--- src/rtl/irq_enc_pkg.sv ---
package irq_enc_pkg;

    // Status word field positions (the processor decodes these)
    localparam int CRIT_FLAG_BIT = 10;
    localparam int CRIT_NUM_LSB  = 8;
    localparam int CRIT_NUM_W    = 2;
    localparam int MAIN_FLAG_BIT = 21;
    localparam int MAIN_NUM_LSB  = 16;
    localparam int PER_FLAG_BIT  = 29;
    localparam int PER_NUM_LSB   = 24;
    localparam int GRP_NUM_W     = 5;
    localparam int STATUS_W      = 32;

    typedef enum logic [2:0] {
        SEL_CRIT_MASK = 3'd0,
        SEL_MAIN_MASK = 3'd1,
        SEL_PER_MASK  = 3'd2,
        SEL_DMA_MASK  = 3'd3,
        SEL_DMA_CLR   = 3'd4
    } cfg_sel_e;

endpackage

--- src/rtl/irq_lowest_pick.sv ---
module irq_lowest_pick #(
    parameter int N  = 4,
    parameter int IW = (N > 1) ? $clog2(N) : 1
) (
    input  logic [N-1:0]  req,
    output logic          valid,
    output logic [IW-1:0] idx
);

    always_comb begin
        valid = |req;
        idx   = '0;
        for (int i = N - 1; i >= 0; i--) begin
            if (req[i]) idx = IW'(i);
        end
    end

    // Reported index must be pending, and nothing below it may be pending
    always_comb begin
        if (valid) begin
            assert_pick_hit_R4: assert (req[idx])
                else $error("picked index is not pending");
            assert_pick_lowest_R4: assert ((req & ((N'(1) << idx) - N'(1))) == '0)
                else $error("a lower index was pending");
        end
    end

endmodule

--- src/rtl/irq_dma_agg.sv ---
module irq_dma_agg #(
    parameter int N = 32
) (
    input  logic         clk,
    input  logic         rst_n,
    input  logic [N-1:0] evt,
    input  logic         mask_we,
    input  logic         clr_we,
    input  logic [N-1:0] wdata,
    output logic         any_active
);

    typedef struct packed {
        logic [N-1:0] pend;
        logic [N-1:0] mask;
    } dma_state_t;

    dma_state_t st_d, st_q;

    always_comb begin
        st_d = st_q;
        if (mask_we) st_d.mask = wdata;
        if (clr_we)  st_d.pend = st_d.pend & ~wdata;
        st_d.pend = st_d.pend | evt;   // a new event wins over an acknowledge
    end

    always_ff @(posedge clk or negedge rst_n) begin
        if (!rst_n) begin
            st_q.pend <= '0;
            st_q.mask <= '1;
        end else begin
            st_q <= st_d;
        end
    end

    assign any_active = |(st_q.pend & ~st_q.mask);

    // Acknowledged bits without a coincident event end up clear
    assert_w1c_R9: assert property (@(posedge clk) disable iff (!rst_n)
        clr_we |=> ((st_q.pend & $past(wdata & ~evt)) == '0))
        else $error("acknowledged pending bit still set");

    // Pending bits never drop without an acknowledge
    assert_hold_R9: assert property (@(posedge clk) disable iff (!rst_n)
        !clr_we |=> ((st_q.pend & $past(st_q.pend)) == $past(st_q.pend)))
        else $error("pending bit lost without acknowledge");

endmodule

--- src/rtl/irq_status_encoder.sv ---
module irq_status_encoder
    import irq_enc_pkg::*;
#(
    parameter int N_CRIT    = 4,
    parameter int N_MAIN    = 17,
    parameter int N_PER     = 32,
    parameter int N_DMA     = 32,
    parameter int HI_PER    = 4,
    parameter int CRIT_LINK = 2,
    parameter int MAIN_LINK = 4
) (
    input  logic                clk,
    input  logic                rst_n,
    input  logic [N_CRIT-1:0]   crit_req,
    input  logic [N_MAIN-1:0]   main_req,
    input  logic [N_PER-1:0]    periph_req,
    input  logic [N_DMA-1:0]    dma_evt,
    input  logic                cfg_we,
    input  logic [2:0]          cfg_sel,
    input  logic [31:0]         cfg_wdata,
    output logic [STATUS_W-1:0] status
);

    localparam logic [N_CRIT-1:0] CRIT_LINK_BIT = N_CRIT'(1) << CRIT_LINK;
    localparam logic [N_MAIN-1:0] MAIN_LINK_BIT = N_MAIN'(1) << MAIN_LINK;
    localparam logic [N_PER-1:0]  PER_DMA_BIT   = N_PER'(1);

    typedef struct packed {
        logic [N_CRIT-1:0] crit_p;
        logic [N_MAIN-1:0] main_p;
        logic [N_PER-1:0]  per_p;
        logic [N_CRIT-1:0] crit_mask;
        logic [N_MAIN-1:0] main_mask;
        logic [N_PER-1:0]  per_mask;
    } enc_state_t;

    enc_state_t st_d, st_q;

    // ---------------- state update ----------------
    always_comb begin
        st_d        = st_q;
        // linked slots are fed internally, so their pins are stripped here
        st_d.crit_p = crit_req   & ~CRIT_LINK_BIT;
        st_d.main_p = main_req   & ~MAIN_LINK_BIT;
        st_d.per_p  = periph_req & ~PER_DMA_BIT;
        if (cfg_we) begin
            case (cfg_sel_e'(cfg_sel))
                SEL_CRIT_MASK: st_d.crit_mask = cfg_wdata[N_CRIT-1:0];
                SEL_MAIN_MASK: st_d.main_mask = cfg_wdata[N_MAIN-1:0];
                SEL_PER_MASK:  st_d.per_mask  = cfg_wdata[N_PER-1:0];
                default: ;
            endcase
        end
    end

    always_ff @(posedge clk or negedge rst_n) begin
        if (!rst_n) begin
            st_q.crit_p    <= '0;
            st_q.main_p    <= '0;
            st_q.per_p     <= '0;
            st_q.crit_mask <= '1;
            st_q.main_mask <= '1;
            st_q.per_mask  <= '1;
        end else begin
            st_q <= st_d;
        end
    end

    // ---------------- DMA aggregate ----------------
    logic dma_any;

    irq_dma_agg #(.N(N_DMA)) u_dma (
        .clk        (clk),
        .rst_n      (rst_n),
        .evt        (dma_evt),
        .mask_we    (cfg_we && (cfg_sel == SEL_DMA_MASK)),
        .clr_we     (cfg_we && (cfg_sel == SEL_DMA_CLR)),
        .wdata      (cfg_wdata[N_DMA-1:0]),
        .any_active (dma_any)
    );

    // ---------------- enables from masks ----------------
    logic [N_MAIN-1:0] main_en;
    logic [N_PER-1:0]  per_en;

    for (genvar n = 0; n < N_MAIN; n++) begin : g_main_en
        assign main_en[n] = ~st_q.main_mask[(n < 16) ? (15 - n) : n];
    end

    for (genvar n = 0; n < N_PER; n++) begin : g_per_en
        assign per_en[n] = ~st_q.per_mask[N_PER - 1 - n];
    end

    // ---------------- group inputs with cross-links ----------------
    logic [N_PER-1:0]  per_live;
    logic [N_CRIT-1:0] crit_live;
    logic [N_MAIN-1:0] main_live;
    logic              hi_link, lo_link;

    assign per_live  = (st_q.per_p | (dma_any ? PER_DMA_BIT : '0)) & per_en;
    assign hi_link   = |per_live[HI_PER-1:0];
    assign lo_link   = |per_live[N_PER-1:HI_PER];
    assign crit_live = (st_q.crit_p | (hi_link ? CRIT_LINK_BIT : '0)) & ~st_q.crit_mask;
    assign main_live = (st_q.main_p | (lo_link ? MAIN_LINK_BIT : '0)) & main_en;

    // ---------------- per-group winners ----------------
    logic                  crit_v, main_v, per_v;
    logic [CRIT_NUM_W-1:0] crit_idx;
    logic [GRP_NUM_W-1:0]  main_idx, per_idx;

    irq_lowest_pick #(.N(N_CRIT), .IW(CRIT_NUM_W)) u_pick_crit (
        .req (crit_live), .valid (crit_v), .idx (crit_idx));

    irq_lowest_pick #(.N(N_MAIN), .IW(GRP_NUM_W)) u_pick_main (
        .req (main_live), .valid (main_v), .idx (main_idx));

    irq_lowest_pick #(.N(N_PER), .IW(GRP_NUM_W)) u_pick_per (
        .req (per_live), .valid (per_v), .idx (per_idx));

    // ---------------- status assembly ----------------
    always_comb begin
        status = '0;
        status[CRIT_FLAG_BIT]                      = crit_v;
        status[CRIT_NUM_LSB +: CRIT_NUM_W]         = crit_v ? crit_idx : '0;
        status[MAIN_FLAG_BIT]                      = main_v;
        status[MAIN_NUM_LSB +: GRP_NUM_W]          = main_v ? main_idx : '0;
        status[PER_FLAG_BIT]                       = per_v;
        status[PER_NUM_LSB +: GRP_NUM_W]           = per_v ? per_idx : '0;
    end

    // ---------------- assertions ----------------
    assert_crit_link_R7: assert property (@(posedge clk) disable iff (!rst_n)
        (status[CRIT_FLAG_BIT] &&
         status[CRIT_NUM_LSB +: CRIT_NUM_W] == CRIT_NUM_W'(CRIT_LINK))
        |-> status[PER_FLAG_BIT])
        else $error("critical link code without a peripheral winner");

    assert_main_link_R8: assert property (@(posedge clk) disable iff (!rst_n)
        (status[MAIN_FLAG_BIT] &&
         status[MAIN_NUM_LSB +: GRP_NUM_W] == GRP_NUM_W'(MAIN_LINK))
        |-> status[PER_FLAG_BIT])
        else $error("main link code without a peripheral winner");

    assert_dma_src_R6: assert property (@(posedge clk) disable iff (!rst_n)
        (status[PER_FLAG_BIT] && status[PER_NUM_LSB +: GRP_NUM_W] == '0)
        |-> dma_any)
        else $error("peripheral code 0 without an active DMA request");

    assert_main_off_R5: assert property (@(posedge clk) disable iff (!rst_n)
        (cfg_we && cfg_sel == SEL_MAIN_MASK && (&cfg_wdata[N_MAIN-1:0]))
        |=> !status[MAIN_FLAG_BIT])
        else $error("main group reported with every source masked");

endmodule

--- config.mk ---
export PLATFORM = sky130hd
export DESIGN_NAME = irq_status_encoder
export DESIGN_NICKNAME = d
export VERILOG_FILES = /design/src/rtl/irq_enc_pkg.sv /design/src/rtl/irq_lowest_pick.sv /design/src/rtl/irq_dma_agg.sv /design/src/rtl/irq_status_encoder.sv
export SDC_FILE = /design/constraint.sdc
export NUM_CORES = 1
export LEC_CHECK = 0
export ABC_AREA = 1
export BUFFER_PORTS_ARGS = -buffer_cell sky130_fd_sc_hd__buf_4
export CAP_MARGIN = 20
export CORE_UTILIZATION = 35
export DETAILED_ROUTE_END_ITERATION = 10
export HOLD_SLACK_MARGIN = 0.02
export PLACE_DENSITY = 0.52
export SYNTH_ARGS = -nofsm -noshare
export SYNTH_HDL_FRONTEND = slang
export SYNTH_SLANG_ARGS = --single-unit
export TNS_END_PERCENT = 5
--- constraint.sdc ---
create_clock -name clk -period 6.46 [get_ports clk]
set_clock_uncertainty 0.05 [all_clocks]
set_input_delay 1.292 -clock clk [delete_from_list [all_inputs] [get_ports clk]]
set_output_delay 1.292 -clock clk [all_outputs]
set_load 0.02 [all_outputs]
## Word-level counts from Yosys, hierarchy flattened

Cells that the tools add are included.

- Bits in registers: 167
- Latch bits: 0
- Memory bits (writable): 0
- Memory bits (read-only): 0
- Output and inout bits: 32
- Logic and storage cells: 145
- Memories kept: 0

- Add/subtract/negate cells: 0
- Multipliers: 0
- Div/mod/pow operators: 0
- Order comparisons: 0
- Eq/ne operators: 4
- Shift operators: 0
- Multiplexer cells: 60
- Bitwise logic cells: 61
- Reduce and logical (&&, ||, !) cells: 12

Operators with widths:

| operator | count |
|---|---|
| 5-bit two-way mux | 52 |
| 32-bit AND | 3 |
| 32-bit NOT | 2 |
| 32-bit OR reduction | 2 |
| 1-bit NOT | 49 |
| 32-bit two-way mux | 1 |
| 32-bit by 1-bit bitwise OR with 32-bit output | 1 |
| 32-bit bitwise OR | 1 |
| 28-bit OR reduction | 1 |
| 17-bit AND | 1 |
| 17-bit by 5-bit bitwise OR with 17-bit output | 1 |
| 17-bit OR reduction | 1 |
| 2-bit two-way mux | 5 |
| 4-bit OR reduction | 2 |
| 3-bit by 2-bit == test with 1-bit output, second input constant | 2 |
| 2-bit AND reduction | 3 |
| 4-bit AND | 1 |
| 4-bit NOT | 1 |
| 4-bit by 3-bit bitwise OR with 4-bit output | 1 |
| 3-bit by 1-bit == test with 1-bit output, second input constant | 1 |
| 3-bit == test, second input constant | 1 |
| 3-bit zero test | 1 |
| 3-bit two-way mux | 1 |
| 1-bit logical AND | 2 |
| 1-bit two-way mux | 1 |

## Logic depth before layout (Yosys ltp)

Gate-level depths: netlist (run 1).

- Depth in word-level cells: 39
- Depth in mapped cells: 32
- Depth with buffers taken out: 32

## Modules after synthesis

From an unflattened synthesis (run 1), not the netlist that was laid out.

- Cells, all modules: 909
- Area total of the unflattened synthesis: 7608.5 µm²

Modules (own cells, without submodules):

| module | instances | cells each | area each (µm²) | sequential area each (µm²) |
|---|---|---|---|---|
| irq_status_encoder | 1 | 444 | 4155.2 | 2643.8 |
| irq_dma_agg | 1 | 297 | 2710.1 | 1641.6 |
| irq_lowest_pick (u_pick_per) | 1 | 107 | 470.5 | 0.0 |
| irq_lowest_pick (u_pick_main) | 1 | 52 | 226.5 | 0.0 |
| irq_lowest_pick (u_pick_crit) | 1 | 9 | 46.3 | 0.0 |

## Least setup slack after synthesis (run 1)

OpenSTA, ideal clock, no wires.

- Path type: register to output
- From: register u_dma.st_q[29] (netlist name)
- To: output status[28]
- Data arrival time: 2.308 ns
- Path slack: 2.810 ns
- Stages on the path, launching flop included: 10
- Cell sequence: dfstp_2 -> inv_1 -> a221oi_1 -> nand2_1 -> nor4_1 -> o2111a_1 -> a41oi_2 -> nor2_1 -> nand2_1 -> nor4_1

- Longest elaborated chain between the ends: 8
- Elaborated cells on any way between the ends: 9
- Those cells by class: 3 x mux; 4 x bitwise; 2 x reduce/logical

Ends and longest elaborated chain:

| what | RTL line | RTL |
|---|---|---|
| start, declared | irq_dma_agg.sv:18 | `dma_state_t st_d, st_q;` |
| start signal, assigned | irq_dma_agg.sv:32 | `st_q <= st_d;` |
| 32-bit NOT * | irq_dma_agg.sv:36 | `assign any_active = \|(st_q.pend & ~st_q.mask);` |
| 32-bit AND * | irq_dma_agg.sv:36 |  |
| 32-bit OR reduction * | irq_dma_agg.sv:36 |  |
| 1-bit two-way mux * | irq_status_encoder.sv:100 | `assign per_live = (st_q.per_p \| (dma_any ? PER_DMA_BIT : '0)) & per_en;` |
| 32-bit by 1-bit bitwise OR with 32-bit output * | irq_status_encoder.sv:100 |  |
| 32-bit AND * | irq_status_encoder.sv:100 |  |
| 32-bit OR reduction or 5-bit two-way mux (tied branches) | irq_lowest_pick.sv:11, irq_lowest_pick.sv:14 |  |
| 5-bit two-way mux * | irq_status_encoder.sv:128 | `status[PER_NUM_LSB +: GRP_NUM_W] = per_v ? per_idx : '0;` |
| end, declared | irq_status_encoder.sv:21 | `output logic [STATUS_W-1:0] status` |

Every way passes the cells marked *; elsewhere a longest branch is shown, timed or not.

## Worst setup path in the final report (run 1)

- From: register u_dma.st_q[29] (netlist name)
- To: output status[8]

- Longest elaborated chain between the ends: 14
- Elaborated cells on any way between the ends: 15
- Those cells by class: 6 x mux; 6 x bitwise; 3 x reduce/logical

Ends and longest elaborated chain:

| what | RTL line | RTL |
|---|---|---|
| 32-bit NOT * | irq_dma_agg.sv:36 |  |
| 32-bit AND * | irq_dma_agg.sv:36 |  |
| 32-bit OR reduction * | irq_dma_agg.sv:36 |  |
| 1-bit two-way mux * | irq_status_encoder.sv:100 |  |
| 32-bit by 1-bit bitwise OR with 32-bit output * | irq_status_encoder.sv:100 |  |
| 32-bit AND * | irq_status_encoder.sv:100 |  |
| 4-bit OR reduction * | irq_status_encoder.sv:101 | `assign hi_link = \|per_live[HI_PER-1:0];` |
| 3-bit two-way mux * | irq_status_encoder.sv:103 | `assign crit_live = (st_q.crit_p \| (hi_link ? CRIT_LINK_BIT : '0)) & ~st_q.crit_mask;` |
| 4-bit by 3-bit bitwise OR with 4-bit output * | irq_status_encoder.sv:103 |  |
| 4-bit AND * | irq_status_encoder.sv:103 |  |
| 2-bit two-way mux (3 in series) | irq_lowest_pick.sv:14 | `if (req[i]) idx = IW'(i);` |
| 2-bit two-way mux * | irq_status_encoder.sv:124 | `status[CRIT_NUM_LSB +: CRIT_NUM_W] = crit_v ? crit_idx : '0;` |

Marked as above.

==> metrics.log, run 1 <==
[metrics] total routing usage reported by global routing: 0.164
[metrics] crit end category: output port
[metrics] Setup Viol. Count Final: 0
[metrics] R2R Path End: st_q[0]$_DFFE_PN1P_
[metrics] period utilization: 0.731
[metrics] HPWL Detailed: 11.6 mm
[metrics] buffers from clock root to sink, at most: 2
[metrics] largest incremental delay on the critical path: 0.65 ns
[metrics] number of inserted diodes: 0
[metrics] Max rail drop VDD: 0.187 mV
[metrics] Die Y: 144 um
[metrics] Worst Reg-to-Reg Cells: 2
[metrics] # Post-CTS Setup Buffers: 0
[metrics] post-cts hold buffer count: 0
[metrics] #FFs+latches synth: 167
[metrics] tightest slew margin relative to the limit: 0.493
[metrics] total negative setup slack: 0 ns
[metrics] layout filler cell count: 1981
[metrics] antenna violations before repair: 0
[metrics] EDFF count, synth: 0
[metrics] crit path DAT: 3.38 ns
[metrics] I/O pin count: 155
[metrics] post-synthesis async set-or-reset flop share: 1.00
[metrics] via count: 5142
[metrics] area delta synth->final: 25.0%
[metrics] vias in the first global route: 5011
[metrics] layout cells sized above 1: 0.312
[metrics] commonest non-fill, non-tap cell in the layout: sky130_fd_sc_hd__nand2_1
[metrics] transition time at the pin with the least slew margin: 0.754 ns
[metrics] PwrDens: 297 mW/mm^2
[metrics] Net count, final: 1044
[metrics] Unique masters post-synth: 33
[metrics] Initial Util: 0.361
[metrics] count of antenna-violating nets left after detailed routing: 0
[metrics] first-pass detailed-route iteration total: 5
[metrics] share of synthesized area occupied by flip-flops and latches: 0.604
[metrics] Wirelength per Cell: 13.4 um
[metrics] source of the critical timing path: u_dma.st_q[29]$_DFFE_PN1P_
[metrics] worst path required time: 5.12 ns
[metrics] post-cts repair resize count: 0
[metrics] outcome: finished clean
[metrics] Post-Syn Instances: 784
[metrics] number of pins with negative max-slew slack in the final report: 0
[metrics] Crit Path Class: register to output port
[metrics] cells along the critical path: inv_1, a221oi_1, nand2_1, nor4_1, o2111a_1, a41oi_2, nor2_1, nand2_1, nand2_1, nand3_1, a21oi_1, buf_4
[metrics] clock latency on the worst-skew pair: 0.41 ns
[metrics] Avg Inst Size Synth: 9.05 um^2
[metrics] dominant register cell in the synthesized netlist: sky130_fd_sc_hd__dfstp_2
[metrics] GPL Wtd Cong: 0.727
[metrics] total of max-cap violations: 0
[metrics] Max Fanout on Critical Path: 5
[metrics] Hold/Removal Path Class: register to register
[metrics] initial DRC count: 267
[metrics] Worst Setup EP: status[8]
[metrics] CP dominant cell by count: sky130_fd_sc_hd__nand2_1
[metrics] CTS clk-pin slew, worst paths: 0.06 ns
[metrics] routed wire length: 16.1 mm
[metrics] yosys synthesis warning count: 0
[metrics] worst reg2reg startpoint: st_q[0]$_DFFE_PN1P_
[metrics] Leak Pwr: 0.00447 uW
[metrics] count of final hold-check violations: 0
[metrics] final core utilization: 0.451
[metrics] family with the most delay on the worst path: simple AND/OR/NAND/NOR gates
[metrics] floorplan die width: 144 um
[metrics] peak clock frequency supported by timing: 212 MHz
[metrics] clock buffer count from CTS: 17
[metrics] largest net degree at the start of global routing: 65
[metrics] standard cell with the maximum stage delay on the critical path: sky130_fd_sc_hd__nor4_1
[metrics] WP depth: 12
[metrics] Overflow after GRT: 0
[metrics] I/O Buffers: 134
[metrics] setup repair after global routing missed its margin: no
[metrics] synthesized cell area: 0.00709 mm^2
[metrics] core region area: 0.0197 mm^2
[metrics] CTS sink count: 167
[metrics] fin crit period: 4.72 ns
[metrics] number of DRC violations after detailed routing: 0
[metrics] FP Rows: 51
[metrics] H-tree depth: 4
[metrics] R2R Setup Slk: 5.62 ns
[metrics] number of cells on the worst hold path: 2
[metrics] global-route wire length before repair: 25.5 mm
[metrics] buffers plus inverters on the worst setup path: 2
[metrics] Startpoint Class: register
[metrics] CTS tree: done
[metrics] cell chosen for the clock root: sky130_fd_sc_hd__clkbuf_16
[metrics] power after layout: 2630 uW
[metrics] Die Area: 0.0208 mm^2
[metrics] commonest cells after routing, fill and taps aside: sky130_fd_sc_hd__nand2_1, sky130_fd_sc_hd__buf_4, sky130_fd_sc_hd__inv_1
[metrics] average vias per placed instance: 4.29
## cell families (layout without fill, tap and decap cells)
family / Yosys count / after routing / share of synthesized area
simple gates: 284 / 284 / 0.165
compound gates: 157 / 157 / 0.127
flops: 167 / 167 / 0.604
buf+inv: 175 / 309 / 0.103
other cells: 1 / 17 / 0.000529
## area by class of cell
class / count / area [um^2] / share of cell area
Tap cell: 265 / 332 / 0.0374
Clock buffer: 24 / 462 / 0.0521
Inverter: 137 / 514 / 0.0580
Sequential cell: 167 / 4290 / 0.483
Multi-Input combinational cell: 458 / 2140 / 0.242
Timing Repair Buffer: 140 / 1050 / 0.119
Clock inverter: 8 / 76.3 / 0.00861
## worst min path at each step
stage / startpoint / to
floorplan: u_dma.st_q[61]$_DFF_PN0_ / u_dma.st_q[61]$_DFF_PN0_
global placement: u_dma.st_q[13]$_DFFE_PN1P_ / u_dma.st_q[13]$_DFFE_PN1P_
detailed placement: st_q[40]$_DFFE_PN1P_ / st_q[40]$_DFFE_PN1P_
CTS: st_q[40]$_DFFE_PN1P_ / st_q[40]$_DFFE_PN1P_
global route: st_q[20]$_DFFE_PN1P_ / st_q[20]$_DFFE_PN1P_
finish: st_q[40]$_DFFE_PN1P_ / st_q[40]$_DFFE_PN1P_
## where the power goes
| part | internal, uW | switching, uW | total, uW |
|---|---|---|---|
| Clock | 539 | 399 | 938 |
| Combinational | 164 | 229 | 392 |
| Sequential | 1240 | 64.9 | 1300 |
## layer usage
layer	vias to the layer above	global-route usage	part of all wire
met5	-	0	0
met1	2343	0.226	0.49
met3	14	0.0440	0.053
met2	129	0.248	0.44
met4	0	0.0548	0.014
li1	2656	-	-
## metrics by stage
step / hold slack [ns] / std cells / setup slack [ns] / cell area, um^2
after global placement: 0.425 / 1167 / 2.18 / 8330
after floorplan: 0.418 / 800 / 2.81 / 7150
final: 0.438 / 1199 / 1.74 / 8870
after detailed placement: 0.431 / 1167 / 2.10 / 8330
after CTS: 0.441 / 1199 / 1.65 / 8870
after global routing: 0.451 / 1199 / 1.53 / 8870
## worst register-to-register path: cells and delay by family, from the launching register on
| family | cells | cell delay (ns) |
|---|---|---|
| AO/OA/AOI/OAI | 1 | 0.10 |
| flip-flops | 1 | 0.56 |
| AND/OR/NAND/NOR | 1 | 0.06 |
## registers in the layout (all words and copies together) (netlist names)
register	cells
u_dma.st_q	64
st_q	103
## cells in the mapped netlist (all sizes together) (2+ instances only)
master  count  share of area
dfstp      85           0.31
buf        20          0.021
nand3b      2         0.0021
o21ai     106          0.075
inv       136          0.072
nand2     210           0.12
o21bai     21          0.022
a31oi       3         0.0026
dfrtp      82           0.29
nor2       62          0.033
nor3        2         0.0014
a21oi      10         0.0076
nor4        3         0.0026
o22ai       8         0.0071
clkbuf     18         0.0095
nand3       4         0.0028
a211oi      2         0.0021
(Power assumes the default switching activity.)
==> run 2, diff against run 1 <==
Settings changed: PLACE_DENSITY 0.52 to 0.55.
Clock period 6.46 ns to 4.25 ns, I/O delays scaled along.
==> metrics.log, run 2 (synthesis gave the netlist of run 1 again) <==
[metrics] outcome: finished clean
[metrics] transition time at the pin with the least slew margin: 0.773 ns
[metrics] commonest cells after routing, fill and taps aside: sky130_fd_sc_hd__nand2_1, sky130_fd_sc_hd__buf_4, sky130_fd_sc_hd__inv_1
[metrics] CTS sink count: 167
[metrics] number of inserted diodes: 0
[metrics] Hold/Removal Path Class: input pin to asynchronous set/reset pin
[metrics] power after layout: 4080 uW
[metrics] HPWL Detailed: 11.5 mm
[metrics] Power Internal: 2980 uW
[metrics] final core utilization: 0.455
[metrics] R2R Setup Slk: 3.41 ns
[metrics] buffers from clock root to sink, at most: 2
[metrics] fin crit period: 3.93 ns
[metrics] worst reg2reg startpoint: st_q[31]$_DFFE_PN1P_
[metrics] FP Rows: 51
[metrics] # Post-CTS Setup Buffers: 0
[metrics] initial DRC count: 266
[metrics] commonest non-fill, non-tap cell in the layout: sky130_fd_sc_hd__nand2_1
[metrics] antenna violations before repair: 0
[metrics] PwrDens: 456 mW/mm^2
[metrics] GPL Wtd Cong: 0.732
[metrics] count of final hold-check violations: 0
[metrics] cells along the critical path: inv_1, a221oi_1, nand2_1, nor4_4, o2111a_1, a41oi_2, nor2_1, nand2_1, nand2_1, nand3_1, a21oi_1, buf_4
[metrics] total routing usage reported by global routing: 0.167
[metrics] core region area: 0.0197 mm^2
[metrics] number of DRC violations after detailed routing: 0
[metrics] largest registers in the final layout: st_q (103), u_dma.st_q (64)
[metrics] routed wire length: 16.0 mm
[metrics] I/O pin count: 155
[metrics] via count: 5110
[metrics] P_sw: 1100 uW
[metrics] clock buffer count from CTS: 17
[metrics] Setup Viol. Count Final: 0
[metrics] tightest slew margin relative to the limit: 0.484
[metrics] average vias per placed instance: 4.26
[metrics] Max Fanout on Critical Path: 5
[metrics] global-route wire length before repair: 25.9 mm
[metrics] layout cells sized above 1: 0.319
[metrics] count of antenna-violating nets left after detailed routing: 0
[metrics] CTS tree: done
[metrics] CP dominant cell by count: sky130_fd_sc_hd__nand2_1
[metrics] Wirelength per Cell: 13.3 um
[metrics] Leak Pwr: 0.00450 uW
[metrics] Net count, final: 1045
[metrics] Combinational Power Share: 0.147
[metrics] crit path DAT: 3.03 ns
[metrics] period utilization: 0.924
[metrics] cell chosen for the clock root: sky130_fd_sc_hd__clkbuf_16
[metrics] Initial Util: 0.361
[metrics] setup repair after global routing missed its margin: no
[metrics] vias in the first global route: 5022
[metrics] standard cell with the maximum stage delay on the critical path: sky130_fd_sc_hd__dfstp_2
[metrics] Max rail drop VDD: 0.246 mV
[metrics] H-tree depth: 4
[metrics] first-pass detailed-route iteration total: 4
[metrics] CTS clk-pin slew, worst paths: 0.07 ns
[metrics] I/O Buffers: 134
[metrics] relative contribution of sequential cells to total power: 0.485
[metrics] Worst Reg-to-Reg Cells: 2
[metrics] area delta synth->final: 26.0%
[metrics] total negative setup slack: 0 ns
[metrics] hold slack final: 0.429 ns
[metrics] Die Y: 144 um
[metrics] Overflow after GRT: 0
[metrics] largest incremental delay on the critical path: 0.53 ns
[metrics] largest net degree at the start of global routing: 85
[metrics] clock latency on the worst-skew pair: 0.42 ns
[metrics] Startpoint Class: register
[metrics] clock power share: 0.368
[metrics] number of pins with negative max-slew slack in the final report: 0
[metrics] proportion of total power due to net switching: 0.270
[metrics] Die Area: 0.0208 mm^2
[metrics] R2R Path End: st_q[31]$_DFFE_PN1P_
[metrics] largest register by flop count: st_q
[metrics] number of flip-flops under the largest register name: 103
[metrics] total of max-cap violations: 0
[metrics] floorplan die width: 144 um
[metrics] worst path required time: 3.35 ns
[metrics] Crit Path Class: register to output port
[metrics] peak clock frequency supported by timing: 255 MHz
[metrics] crit end category: output port
[run 2: changes by cell type in the layout (fill, tap and decap cells not counted), sizes merged]
| cell | before | now |
|---|---|---|
| buf | 140 | 141 |
| clkbuf | 24 | 20 |
| clkinv | 5 | 3 |
| clkinvlp | 3 | 6 |
| inv | 136 | 139 |
[run 2: layout make-up]
| type | count | area [um^2] |
|---|---|---|
| clock buffers | 20 | 457 |
| clock inverters | 12 | 119 |
| fillers | 1967 | 10700 |
| inverters | 137 | 514 |
| multi-input cells | 458 | 2160 |
| flip-flops and latches | 167 | 4290 |
| well taps | 265 | 332 |
| repair buffers | 141 | 1070 |
[run 2: layer usage]
| layer | global-route usage | up-vias | wire [um] |
|---|---|---|---|
| met3 | 0.0493 | 15 | 1120 |
| met2 | 0.255 | 141 | 7100 |
| met5 | 0 | - | 0 |
| met1 | 0.227 | 2298 | 7570 |
| met4 | 0.0548 | 0 | 185 |
| li1 | - | 2656 | - |
[run 2: timing repair]
action	4_1_cts	5_1_grt
gates resized for setup	1	1
hold buffers	0	0
pin swaps	0	0
endpoints found under the setup margin	2	1
[run 2: worst max-delay path by stage]
stage,slack (ns),cells past startpoint,start,to
after floorplan,1.04,9,u_dma.st_q[29]$_DFFE_PN1P_,status[28]
after global placement,0.48,12,u_dma.st_q[29]$_DFFE_PN1P_,status[8]
after detailed placement,0.45,12,u_dma.st_q[29]$_DFFE_PN1P_,status[8]
after CTS,0.14,12,u_dma.st_q[29]$_DFFE_PN1P_,status[8]
after global routing,0.005,12,u_dma.st_q[29]$_DFFE_PN1P_,status[8]
final,0.32,12,u_dma.st_q[29]$_DFFE_PN1P_,status[8]
[run 2: power groups by stage]
stage                     Combinational (uW)  Clock, uW  Sequential [uW]
after floorplan                          394          0             1980
after global placement                   603          0             2000
after detailed placement                 610          0             2000
after CTS                                613       1540             1980
after global routing                     701       1610             2000
final                                    598       1500             1980
[run 2: stage by stage]
step | worst slack [ns] | cell area, um^2 | instances
2_1_floorplan | 1.04 | 7150 | 800
3_3_place_gp | 0.481 | 8350 | 1168
3_5_place_dp | 0.451 | 8350 | 1168
4_1_cts | 0.139 | 8930 | 1200
5_1_grt | 0.00521 | 8940 | 1200
6_report | 0.324 | 8940 | 1200
[run 2: critical path, delay by kind of cell (launching register included)]
family	cells	cell delay [ns]
and+or+nand+nor	6	1.02
AOI/OAI and AO/OA	4	0.84
DFF	1	0.53
buffers and inverters	2	0.20
